## config.mk

```make
export PLATFORM = sky130hd
export DESIGN_NAME = lane_sram_bridge
export DESIGN_NICKNAME = d
export VERILOG_FILES = /design/src/rtl/lane_bridge_pkg.sv /design/src/rtl/lane_addr_map.sv /design/src/rtl/lane_wr_steer.sv /design/src/rtl/lane_rd_steer.sv /design/src/rtl/lane_sram_bridge.sv
export SDC_FILE = /design/constraint.sdc
export NUM_CORES = 1
export LEC_CHECK = 0
export ABC_AREA = 1
export CAP_MARGIN = 20
export CORE_MARGIN = 4
export CORE_UTILIZATION = 38
export DETAILED_ROUTE_END_ITERATION = 12
export PLACE_DENSITY = 0.78
export SYNTH_ARGS = -nofsm -noshare
export SYNTH_HDL_FRONTEND = slang
export SYNTH_SLANG_ARGS = --single-unit
export TNS_END_PERCENT = 1
```

## constraint.sdc

```tcl
create_clock -name clk -period 1.3 [get_ports clk]
set_clock_uncertainty 0.15 [all_clocks]
set_input_delay 0.195 -clock clk [delete_from_list [all_inputs] [get_ports clk]]
set_output_delay 0.195 -clock clk [all_outputs]
set_load 0.005 [all_outputs]
```

## src/rtl/lane_bridge_pkg.sv

```systemverilog
package lane_bridge_pkg;

  // Lane enable encodings on the SRAM side (bit 1 = upper, bit 0 = lower).
  localparam logic [1:0] LANE_LO   = 2'b01;
  localparam logic [1:0] LANE_HI   = 2'b10;
  localparam logic [1:0] LANE_BOTH = 2'b11;

  // Access kind carried alongside a read until its data returns.
  typedef struct packed {
    logic word;     // full 16-bit access
    logic hi_lane;  // byte access targets the upper lane
  } rd_tag_t;

endpackage

```

## src/rtl/lane_addr_map.sv

```systemverilog
module lane_addr_map
  import lane_bridge_pkg::*;
#(
  parameter int ADDR_W = 20
) (
  input  logic [ADDR_W-1:0] byte_addr,
  input  logic              is_word,
  output logic [ADDR_W-2:0] word_addr,
  output logic [1:0]        lane_en,
  output logic              hi_lane
);
  localparam int WADDR_W = ADDR_W - 1;

  // Bit 0 only selects a lane; it never contributes to the word address.
  assign word_addr = byte_addr[ADDR_W-1:1];
  assign hi_lane   = byte_addr[0] & ~is_word;

  always_comb begin
    if (is_word)       lane_en = LANE_BOTH;
    else if (hi_lane)  lane_en = LANE_HI;
    else               lane_en = LANE_LO;
  end

  always_comb begin
    // a byte access never opens more than one lane
    assert_byte_single_lane_R2: assert (is_word || $countones(lane_en) == 1);
  end

  logic [WADDR_W-1:0] unused_w;
  assign unused_w = word_addr;
endmodule

```

## src/rtl/lane_wr_steer.sv

```systemverilog
module lane_wr_steer #(
  parameter int LANE_W = 8
) (
  input  logic              is_word,
  input  logic [2*LANE_W-1:0] cpu_wdata,
  output logic [2*LANE_W-1:0] mem_wdata
);
  localparam int DATA_W = 2 * LANE_W;

  // A byte is copied onto every lane; whichever lane is enabled latches it.
  for (genvar g = 0; g < 2; g++) begin : g_lane
    always_comb begin
      if (is_word) mem_wdata[g*LANE_W +: LANE_W] = cpu_wdata[g*LANE_W +: LANE_W];
      else         mem_wdata[g*LANE_W +: LANE_W] = cpu_wdata[LANE_W-1:0];
    end
  end

  logic [DATA_W-1:0] unused_d;
  assign unused_d = mem_wdata;
endmodule

```

## src/rtl/lane_rd_steer.sv

```systemverilog
module lane_rd_steer #(
  parameter int LANE_W = 8
) (
  input  logic                is_word,
  input  logic                hi_lane,
  input  logic [2*LANE_W-1:0] mem_rdata,
  output logic [2*LANE_W-1:0] cpu_rdata
);
  always_comb begin
    if (is_word) begin
      cpu_rdata = mem_rdata;
    end else begin
      cpu_rdata = '0;
      cpu_rdata[LANE_W-1:0] = hi_lane ? mem_rdata[2*LANE_W-1:LANE_W]
                                      : mem_rdata[LANE_W-1:0];
    end
  end
endmodule

```

## src/rtl/lane_sram_bridge.sv

```systemverilog
module lane_sram_bridge
  import lane_bridge_pkg::*;
#(
  parameter int ADDR_W = 20,
  parameter int LANE_W = 8
) (
  input  logic                clk,
  input  logic                rst_n,
  input  logic                req_valid,
  output logic                req_ready,
  input  logic                req_write,
  input  logic                req_word,
  input  logic [ADDR_W-1:0]   req_addr,
  input  logic [2*LANE_W-1:0] req_wdata,
  output logic                rsp_valid,
  input  logic                rsp_ready,
  output logic [2*LANE_W-1:0] rsp_data,
  output logic                sram_cs,
  output logic                sram_we,
  output logic [1:0]          sram_lane_en,
  output logic [ADDR_W-2:0]   sram_addr,
  output logic [2*LANE_W-1:0] sram_wdata,
  input  logic [2*LANE_W-1:0] sram_rdata
);
  localparam int DATA_W  = 2 * LANE_W;
  localparam int WADDR_W = ADDR_W - 1;

  // ---------------- request decode ----------------
  logic               accept;
  logic [WADDR_W-1:0] map_addr;
  logic [1:0]         map_lanes;
  logic               map_hi;
  logic [DATA_W-1:0]  steer_wdata;

  lane_addr_map #(.ADDR_W(ADDR_W)) u_map (
    .byte_addr (req_addr),
    .is_word   (req_word),
    .word_addr (map_addr),
    .lane_en   (map_lanes),
    .hi_lane   (map_hi)
  );

  lane_wr_steer #(.LANE_W(LANE_W)) u_wr (
    .is_word   (req_word),
    .cpu_wdata (req_wdata),
    .mem_wdata (steer_wdata)
  );

  // ---------------- command stage (drives SRAM pins) ----------------
  logic               cs_q, we_q;
  logic [1:0]         lanes_q;
  logic [WADDR_W-1:0] addr_q;
  logic [DATA_W-1:0]  wdata_q;
  rd_tag_t            cmd_tag_q;

  // ---------------- return stage ----------------
  logic               pend_q;
  rd_tag_t            pend_tag_q;
  logic               rsp_valid_q;
  logic [DATA_W-1:0]  rsp_data_q;
  logic [DATA_W-1:0]  steer_rdata;
  logic               rd_cmd;

  assign rd_cmd    = cs_q & ~we_q;
  assign req_ready = ~(rd_cmd | pend_q | (rsp_valid_q & ~rsp_ready));
  assign accept    = req_valid & req_ready;

  always_ff @(posedge clk) begin
    if (!rst_n) begin
      cs_q      <= 1'b0;
      we_q      <= 1'b0;
      lanes_q   <= '0;
      addr_q    <= '0;
      wdata_q   <= '0;
      cmd_tag_q <= '0;
    end else begin
      cs_q <= accept;
      if (accept) begin
        we_q      <= req_write;
        lanes_q   <= map_lanes;
        addr_q    <= map_addr;
        wdata_q   <= req_write ? steer_wdata : '0;
        cmd_tag_q <= '{word: req_word, hi_lane: map_hi};
      end
    end
  end

  assign sram_cs      = cs_q;
  assign sram_we      = we_q;
  assign sram_lane_en = lanes_q;
  assign sram_addr    = addr_q;
  assign sram_wdata   = wdata_q;

  // The SRAM acts on the command at the edge that ends the command cycle;
  // the tag travels one stage further so it lines up with sram_rdata.
  always_ff @(posedge clk) begin
    if (!rst_n) begin
      pend_q     <= 1'b0;
      pend_tag_q <= '0;
    end else begin
      pend_q     <= rd_cmd;
      pend_tag_q <= cmd_tag_q;
    end
  end

  lane_rd_steer #(.LANE_W(LANE_W)) u_rd (
    .is_word   (pend_tag_q.word),
    .hi_lane   (pend_tag_q.hi_lane),
    .mem_rdata (sram_rdata),
    .cpu_rdata (steer_rdata)
  );

  always_ff @(posedge clk) begin
    if (!rst_n) begin
      rsp_valid_q <= 1'b0;
      rsp_data_q  <= '0;
    end else if (pend_q) begin
      rsp_valid_q <= 1'b1;
      rsp_data_q  <= steer_rdata;
    end else if (rsp_ready) begin
      rsp_valid_q <= 1'b0;
    end
  end

  assign rsp_valid = rsp_valid_q;
  assign rsp_data  = rsp_data_q;

  // ---------------- assertions ----------------
  // word address is the byte address without bit 0
  assert_addr_shift_R1: assert property (@(posedge clk) disable iff (!rst_n)
    accept |=> sram_addr == $past(req_addr[ADDR_W-1:1]));

  // byte access opens only the lane chosen by bit 0
  assert_byte_lane_R2: assert property (@(posedge clk) disable iff (!rst_n)
    (accept && !req_word) |=>
      (sram_lane_en == ($past(req_addr[0]) ? LANE_HI : LANE_LO)));

  // word access opens both lanes
  assert_word_lanes_R3: assert property (@(posedge clk) disable iff (!rst_n)
    (accept && req_word) |=> sram_lane_en == LANE_BOTH);

  // byte write data appears in both halves
  assert_wr_replicate_R4: assert property (@(posedge clk) disable iff (!rst_n)
    (accept && req_write && !req_word) |=>
      (sram_wdata[DATA_W-1:LANE_W] == sram_wdata[LANE_W-1:0]));

  // chip select follows acceptance by one cycle, one pulse each
  assert_cs_pulse_R7: assert property (@(posedge clk) disable iff (!rst_n)
    !accept |=> !sram_cs);

  // a held response does not change
  assert_rsp_hold_R8: assert property (@(posedge clk) disable iff (!rst_n)
    (rsp_valid && !rsp_ready) |=> (rsp_valid && $stable(rsp_data)));

  // returning data never overwrites an untaken response
  assert_no_overrun_R8: assert property (@(posedge clk) disable iff (!rst_n)
    pend_q |-> (!rsp_valid || rsp_ready));

endmodule

```

[Yosys cells after proc, flatten, opt, wreduce, memory -nomap -nowiden]
Cells that the tools add are included.
Word-level totals
  flip-flop bits (word level): 61
  output and inout bits: 57
  bits of input ports: 58
  logic and storage cells: 31
Cells by class
  bitwise logic cells: 10
  reduce and logical (&&, ||, !) cells: 1
  mux-type cells: 8
Operators with widths (count)
  $mux W16: 2
  $mux W8: 2
  $and A1 B1 Y1: 4
  $mux W2: 2
  $not A1 Y1: 4
  $mux W1: 2
  $or A1 B1 Y1: 2
  $reduce_bool A2 Y1: 1

[Logic depth before layout (Yosys ltp)]
Gate-level depths: netlist (run 1).
  depth in word-level cells: 6
  mapped depth: 8
  mapped depth without buffers: 7

[Cells and area by module]
From an unflattened synthesis (run 1), not the netlist that was laid out.
Second synthesis, totals
  cells, all modules: 452
  area total of the unflattened synthesis: 3155.5 µm²
By module, submodules not included
  lane_sram_bridge: instances 1, cells each 350, area each 2635.0 µm², sequential area each 1221.2 µm²
  lane_rd_steer: instances 1, cells each 44, area each 191.4 µm², sequential area each 0.0 µm²
  lane_wr_steer: instances 1, cells each 34, area each 165.2 µm², sequential area each 0.0 µm²
  lane_addr_map: instances 1, cells each 24, area each 163.9 µm², sequential area each 0.0 µm²

[Worst setup path before layout (run 1)]
Ideal clock, no wire load.
  path kind: register to register
  from: reg pend_q
  to: reg wdata_q[4], in the netlist sram_wdata[4]
  setup slack: 0.033 ns
  data required time: 1.037 ns
  buffers on the path: 2
  clock period less this slack: 1.267 ns
  cell stages (with the launch flop): 9
  arrival time: 1.005 ns
  cells stage by stage: dfxtp_1 buf_6 inv_6 nand2_1 nor2_4 buf_6 nand3_1 nand2_1 nor2_1
Between the ends
  word-level cells in the longest chain between the ends: 4
RTL lines
  from (decl): line lane_sram_bridge.sv:57  | logic pend_q;
  from (signal assigned): line lane_sram_bridge.sv:101  | pend_q <= rd_cmd;
  $or A1 B1 Y1 (2 in series): line lane_sram_bridge.sv:65  | assign req_ready = ~(rd_cmd | pend_q | (rsp_valid_q & ~rsp_ready));
  $not A1 Y1: line lane_sram_bridge.sv:65
  via req_ready: line lane_sram_bridge.sv:10  | output logic req_ready,
  $and A1 B1 Y1: line lane_sram_bridge.sv:66  | assign accept = req_valid & req_ready;
  to (signal assigned): line lane_sram_bridge.sv:82  | wdata_q <= req_write ? steer_wdata : '0;
  to (decl): line lane_sram_bridge.sv:53  | logic [DATA_W-1:0] wdata_q;
The timed path passes the listed nets, and every way through them passes these cells.
A chain may end at the register's enable or synchronous reset.

[Final worst setup path (run 1)]
  from: reg cs_q, in the netlist sram_cs
  to: out req_ready
Between the ends
  word-level cells in the longest chain between the ends: 4
RTL lines
  from (decl): line lane_sram_bridge.sv:50  | logic cs_q, we_q;
  from (signal assigned): line lane_sram_bridge.sv:77  | cs_q <= accept;
  $and A1 B1 Y1: line lane_sram_bridge.sv:64  | assign rd_cmd = cs_q & ~we_q;
  $or A1 B1 Y1 (2 in series): line lane_sram_bridge.sv:65
  $not A1 Y1: line lane_sram_bridge.sv:65
  to (decl): line lane_sram_bridge.sv:10
Every way passes these cells.

==> summary.txt, run 1 <==
Status
  – Outcome: complete, but fails checks
  – Violated checks: setup timing

Worst hold path
  – Worst hold path class: in2reg
  – Beginning of the worst hold path: rst_n

Synthesis
  – Register area share after synthesis: 45.0%
  – Share of the synthesized area in the top cell type: 45.0%
  – Synthesis warning total: 0
  – Synth cell types: 21
  – Syn_area_per_cell: 6.80 sq um
  – Cell count after synthesis: 399
  – Top area cells in the synthesized netlist: dfxtp_1, nor2_1, nand2_1, nand3_1, inv_1
  – Synth area leader: dfxtp_1
  – Synth Net Count: 457
  – Cell area after synthesis: 2710 sq um
  – Synthesized flop and latch total: 61

Placement
  – Post-detailed-placement cell area: 4030 sq um
  – Count of buffers from port buffering: 114
  – Hpwl dp: 5570 um
  – DP Cell Count: 606
  – Setup slack after placement: -538 ps
  – Final Wtd Congestion: 0.823

Global routing
  – Via count of the first global-routing pass: 2727
  – First-pass GRT wire length: 12300 um
  – Tot GR Track Use: 17.5%
  – Remaining Overflow, GRT: 0
  – Maximum number of pins on one net before global-route repair: 31
  – Number of antenna violations at the first check in global routing: 0

STA
  – Transition time of the tightest slew-check pin: 322 ps
  – Fmax: 731 MHz
  – Period Utilization, post-route: 105%
  – Final worst slack: -67.4 ps
  – Minimum period implied by the final worst setup slack: 1370 ps
  – Setup violations, final: 18
  – Worst slew margin: 78.5%
  – Setup repair after global routing missed its margin: true
  – Fin. max-slew vios: 0
  – Final number of hold-violating endpoints: 0

Floorplan
  – Area of the core: 6870 sq um
  – Width of the chip: 92.5 um
  – Die area: 8560 sq um
  – Die Ht: 92.5 um
  – Initial cell density of the core: 39.5%
  – I/O pins: 115
  – Placement Rows: 30

Pwr
  – Comb power frac: 18.8%
  – Fraction of power spent switching nets: 23.6%
  – Pwr dens: 1190 nW/um^2
  – Total internal power: 3.88 mW
  – Total leakage power: 2.23 nW
  – Max rail drop VDD: 0.000707 V
  – Clock network fraction of total power: 40.2%
  – Net switching power of the design: 1.20 mW
  – Share of total power in sequential cells: 41.0%

Setup path
  – Sort of element at the end of the critical path: primary output
  – Crit-path cells: inv_1 -> nor2_1 -> nor2_4 -> buf_2
  – Critical path data arrival time: 1020 ps
  – Delay contributed by the slowest stage of the critical path: 320 ps
  – Beginning of the worst register-to-register path: pend_q
  – Crit Path Max Fanout: 2
  – Crit path max-delay family: flip-flops
  – Buffers & Inverters on Critical Path: 2
  – Worst setup SP type: register
  – Req. time, crit path: 950 ps
  – Cell with the largest stage delay on the worst path: dfxtp_2
  – Crit path kind: reg2out
  – Critical Path Start: sram_cs

Clocking
  – Number of buffers created by CTS: 9
  – Clock tree from TritonCTS: built
  – Hold-fix buffer count after cts: 0
  – TritonCTS Sinks: 61
  – Register clock-pin slew on the reported worst setup and hold paths: 70 ps
  – Maximum clock insertion buffer count: 2
  – Max H-tree Level: 3
  – Clk Tree Root Cell: clkbuf_8
  – Clk_lat worst skew: 320 ps

Layout
  – Final core area utilization: 61.9%
  – Number of filler cells placed in the layout: 657
  – Area growth syn-to-layout: 56.6%
  – Non-filler instance count after layout: 621
  – Cell area after layout: 4250 sq um
  – Proportion of layout cells with a drive suffix above 1: 13.0%
  – Antenna Diode Count: 0
  – NumNets Final: 579

Drt
  – First-pass DRT Iterations: 4
  – Avg WL per Cell: 12.1 um
  – Wirelength, routed: 7500 um
  – Remaining routing DRC violations: 0
  – Routed via count: 2824
  – DRT iter0 DRCs: 66
  – Vias per std cell: 4.55
  – Post-route antenna net violation count: 0

Job
  – Max-Cap Viols: 0
Yosys cell counts:
| cell | n |
|---|---|
| nor2_1 | 91 |
| nand2_1 | 82 |
| dfxtp_1 | 61 |
| nand3_1 | 57 |
| inv_1 | 50 |
| a21oi_1 | 10 |
| buf_2 | 8 |
| o211ai_1 | 8 |
| buf_6 | 7 |
| o21ai_0 | 6 |
| buf_1 | 5 |
| clkbuf_1 | 4 |
| nand4_1 | 2 |
| clkbuf_2 | 1 |
| clkinv_1 | 1 |
| clkinv_2 | 1 |
| inv_2 | 1 |
| inv_6 | 1 |
| nand2_2 | 1 |
| nand4_4 | 1 |
| nor2_4 | 1 |
power groups by stage:
stage	registers, mW	clock network [mW]	logic, mW
after floorplan	2.13	0	0.455
after global placement	2.12	0	1.00
after detailed placement	2.12	0	1.02
after CTS	2.08	2.09	0.950
after global routing	2.09	2.19	1.06
final	2.08	2.04	0.954
stage by stage:
stage               power (mW)  hold slack [ps]  TNS (ps)
floorplan                 2.58              206         0
global route              5.35              136     -2640
finish                    5.07              119      -216
detailed placement        3.14              268    -17990
CTS                       5.12              104     -1370
global placement          3.12              268    -17080
repair_timing:
action / in CTS / in global routing
gates resized for setup: 82 / 14
endpoints found under the setup margin: 93 / 51
endpoints found under the hold margin: 0 / 0
pin swaps: 1 / 5
setup buffers: 0 / 0
final cells by class:
cell class	count	area, sq um	share of cell area (%)
repair buffers	136	1280	30.1
flip-flops and latches	61	1230	29.0
multi-input cells	259	1160	27.2
inverters	54	214	5.03
clock buffers	11	151	3.56
well taps	96	120	2.83
clock inverters	4	95.1	2.24
worst paths after layout:
check,to,slack [ps],depth (start not counted)
setup / recovery,req_ready,-70,4
hold / removal,pend_tag_q[0],120,3
setup reg to reg,sram_wdata[5],-20,7
hold reg to reg,pend_tag_q[0],270,2
worst reg2reg max path, stage by stage (launching register included):
cell and delay (ps):
dfxtp_2 370, inv_6 40, buf_6 130, nand4_4 130
clkinv_4 70, buf_12 160, nor2_1 110, nor2_1 50
registers in the layout (all words and copies together) (netlist names), 2 cells and up:
name	count
sram_addr	19
sram_lane_en	2
cmd_tag_q	2
pend_tag_q	2
sram_wdata	16
rsp_data	16
layout by cell type, fill, tap and decap left out, types with 3 or more instances in the layout:
| master | netlist | final |
|---|---|---|
| a21oi_1 | 10 | 9 |
| buf_12 | 0 | 4 |
| buf_2 | 8 | 5 |
| buf_4 | 0 | 16 |
| bufinv_16 | 0 | 3 |
| clkbuf_8 | 0 | 11 |
| clkdlybuf4s50_1 | 0 | 55 |
| dfxtp_1 | 61 | 51 |
| dfxtp_2 | 0 | 10 |
| dlygate4sd2_1 | 0 | 52 |
| inv_1 | 50 | 48 |
| inv_2 | 1 | 3 |
| nand2_1 | 82 | 79 |
| nand2_2 | 1 | 3 |
| nand3_1 | 57 | 57 |
| nor2_1 | 91 | 88 |
| nor2_2 | 0 | 3 |
| o211ai_1 | 8 | 8 |
| o21ai_0 | 6 | 5 |
kinds of logic (layout without fill, tap and decap cells):
| kind of cell | Yosys count | count (layout) | synth area share (%) |
|---|---|---|---|
| buffers and inverters | 79 | 205 | 13.5 |
| AOI/OAI and AO/OA | 24 | 24 | 5.16 |
| and+or+nand+nor | 235 | 235 | 36.3 |
| DFF | 61 | 61 | 45.0 |
routing by layer:
metal	vias up	part of all wire (%)	GRT usage, %
met4	0	2.3	8.17
met2	94	49	29.4
met3	15	5.2	3.33
met1	1249	43	21.5
li1	1466	-	-
met5	-	0	0
(Power assumes the default switching activity.)
==> inputs of run 2 (changes only) <==
--- a/config.mk
+++ b/config.mk
@@ -6,11 +6,12 @@
 export NUM_CORES = 1
 export LEC_CHECK = 0
 export ABC_AREA = 1
+export ABC_CLOCK_PERIOD_IN_PS = 1380
 export CAP_MARGIN = 20
 export CORE_MARGIN = 4
-export CORE_UTILIZATION = 38
+export CORE_UTILIZATION = 42
 export DETAILED_ROUTE_END_ITERATION = 12
-export PLACE_DENSITY = 0.78
+export PLACE_DENSITY = 0.81
 export SYNTH_ARGS = -nofsm -noshare
 export SYNTH_HDL_FRONTEND = slang
 export SYNTH_SLANG_ARGS = --single-unit
==> constraint.sdc (replaced) <==
create_clock -name clk -period 1.38 [get_ports clk]
set_clock_uncertainty 0.15 [all_clocks]
set_input_delay 0.207 -clock clk [delete_from_list [all_inputs] [get_ports clk]]
set_output_delay 0.207 -clock clk [all_outputs]
set_load 0.005 [all_outputs]
==> summary.txt, run 2 (same netlist as run 1, synthesis figures left out) <==
Status
  – Violated checks: setup timing
  – Outcome: complete, but fails checks

Floorplan
  – I/O pins: 115 (unchanged)
  – Area of the core: 6310 sq um (-8.1%)
  – Width of the chip: 88.4 um (-4.5%)
  – Initial cell density of the core: 43.0% (+3.5 points)
  – Placement Rows: 29 (-3.3%)
  – Die Ht: 88.4 um (-4.5%)
  – Die area: 7810 sq um (-8.7%)

Job
  – Max-Cap Viols: 0 (unchanged)

Layout
  – Area growth syn-to-layout: 58.6%
  – Most common cell after layout, fill and taps aside: nand2_1
  – Top library cells by usage in the layout, fill and taps aside: nand2_1, nor2_1, nand3_1, dfxtp_1, clkdlybuf4s50_1
  – NumNets Final: 578 (-0.17%)
  – Proportion of layout cells with a drive suffix above 1: 15.6% (+2.7 points)
  – Antenna Diode Count: 0 (unchanged)
  – Non-filler instance count after layout: 602 (-3.1%)
  – Number of flip-flops in the largest register: 19 (unchanged)

Clocking
  – Maximum clock insertion buffer count: 2 (unchanged)
  – TritonCTS Sinks: 61 (unchanged)
  – Register clock-pin slew on the reported worst setup and hold paths: 70 ps (about the same)
  – Clock tree from TritonCTS: built
  – Clk_lat worst skew: 330 ps (about the same)
  – Number of buffers created by CTS: 9 (unchanged)
  – Setup Fix Bufs, Post-CTS: 0 (unchanged)
  – Max H-tree Level: 3 (unchanged)
  – Clk Tree Root Cell: clkbuf_8

Drt
  – Post-route antenna net violation count: 0 (unchanged)
  – Avg WL per Cell: 13.2 um (+9.1%)
  – First-pass DRT Iterations: 5 (+1)
  – Wirelength, routed: 7930 um (+5.7%)
  – Routed via count: 2884 (+2.1%)
  – DRT iter0 DRCs: 168 (+150%)
  – Remaining routing DRC violations: 0 (unchanged)
  – Vias per std cell: 4.79 (+5.3%)

Pwr
  – Total leakage power: 2.23 nW (about the same)
  – Total power consumption of the routed design: 4.72 mW (-6.9%)
  – Max rail drop VDD: 0.000633 V (-10%)
  – Pwr dens: 1100 nW/um^2 (-8.0%)

Placement
  – DP Cell Count: 583 (-3.8%)
  – Final Wtd Congestion: 0.874 (+6.2%)
  – Hpwl dp: 5530 um (-0.79%)
  – Count of buffers from port buffering: 114 (unchanged)
  – Setup slack after placement: -499 ps (+39.4 ps)

STA
  – Period Utilization, post-route: 100%
  – Final worst slack: -0.831 ps (+66.5 ps)
  – Fin. max-slew vios: 0 (unchanged)
  – Worst slew margin: 78.4% (-0.088 points)
  – Fmax: 724 MHz
  – Final number of hold-violating endpoints: 0 (unchanged)
  – Transition time of the tightest slew-check pin: 324 ps (+1.67 ps)
  – Setup violations, final: 1 (-17)
  – Setup repair after global routing missed its margin: true
  – Minimum period implied by the final worst setup slack: 1380 ps

Setup path
  – Critical path data arrival time: 1450 ps (+430 ps)
  – Crit path kind: reg2reg
  – Sort of element at the end of the critical path: register
  – Worst setup SP type: register
  – Crit Path Max Fanout: 9 (+7)
  – Req. time, crit path: 1450 ps (+500 ps)

Worst hold path
  – Worst hold path class: in2reg

Global routing
  – Maximum number of pins on one net before global-route repair: 32 (+3.2%)
  – Remaining Overflow, GRT: 0 (unchanged)
  – Via count of the first global-routing pass: 2713 (-0.51%)
  – Number of antenna violations at the first check in global routing: 0 (unchanged)
  – First-pass GRT wire length: 12200 um (-1.1%)
  – Tot GR Track Use: 19.8% (+2.3 points)
==> run 2: what timing repair did <==
item	4_1_cts	5_1_grt
hold buffers	0	0
pin swaps	0	18
gates cloned	0	3
endpoints found under the setup margin	88	45
resized for setup	65	51
==> run 2: area by class of cell <==
cell class | instances | area, sq um
clock inverter | 4 | 70.1
clock buffer | 12 | 155
multi-input combinational | 259 | 1220
fill | 534 | 2010
inverter | 54 | 219
sequential | 61 | 1230
tap | 77 | 96.3
timing repair buffer | 135 | 1320
==> run 2: path summary, 6_finish.rpt <==
path | startpoint | endpoint | slack, ps | cells after the start
max | pend_q | sram_addr[0] | -0.8 | 7
min | rst_n | sram_lane_en[0] | 130 | 3
max reg2reg | pend_q | sram_addr[0] | -0.8 | 7
min reg2reg | cmd_tag_q[1] | pend_tag_q[1] | 290 | 2
==> run 2: worst max-delay path, cell delays in order, from the launching register on <==
cell	delay, ps
dfxtp_2	370
inv_6	30
buf_4	160
nand4_4	140
clkinv_4	110
clkbuf_16	190
nor2_2	80
nor2_1	50
==> run 2: layer usage <==
metal / track usage (%) / share of wire, % / routed length [um]
met1: 22.9 / 41 / 3280
met2: 34.8 / 51 / 4040
met3: 3.72 / 6.0 / 477
met4: 9.75 / 1.7 / 135
met5: 0 / 0 / 0
==> run 2: through the flow <==
step	TNS, ps	instance area, sq um	utilization (%)	hold slack [ps]
final	-0.831	4310	68.2	128
after global routing	-722	4310	68.2	144
after CTS	-1390	4140	65.6	119
after detailed placement	-15200	3970	62.9	270
after global placement	-14960	3970	62.9	266
after floorplan	0	2710	-	218
==> run 2: report_power, final <==
part | leakage (nW) | switching [mW] | internal [mW]
sequential | 0.504 | 0.0780 | 1.90
clock | 0.116 | 0.665 | 1.11
combinational | 1.61 | 0.462 | 0.513
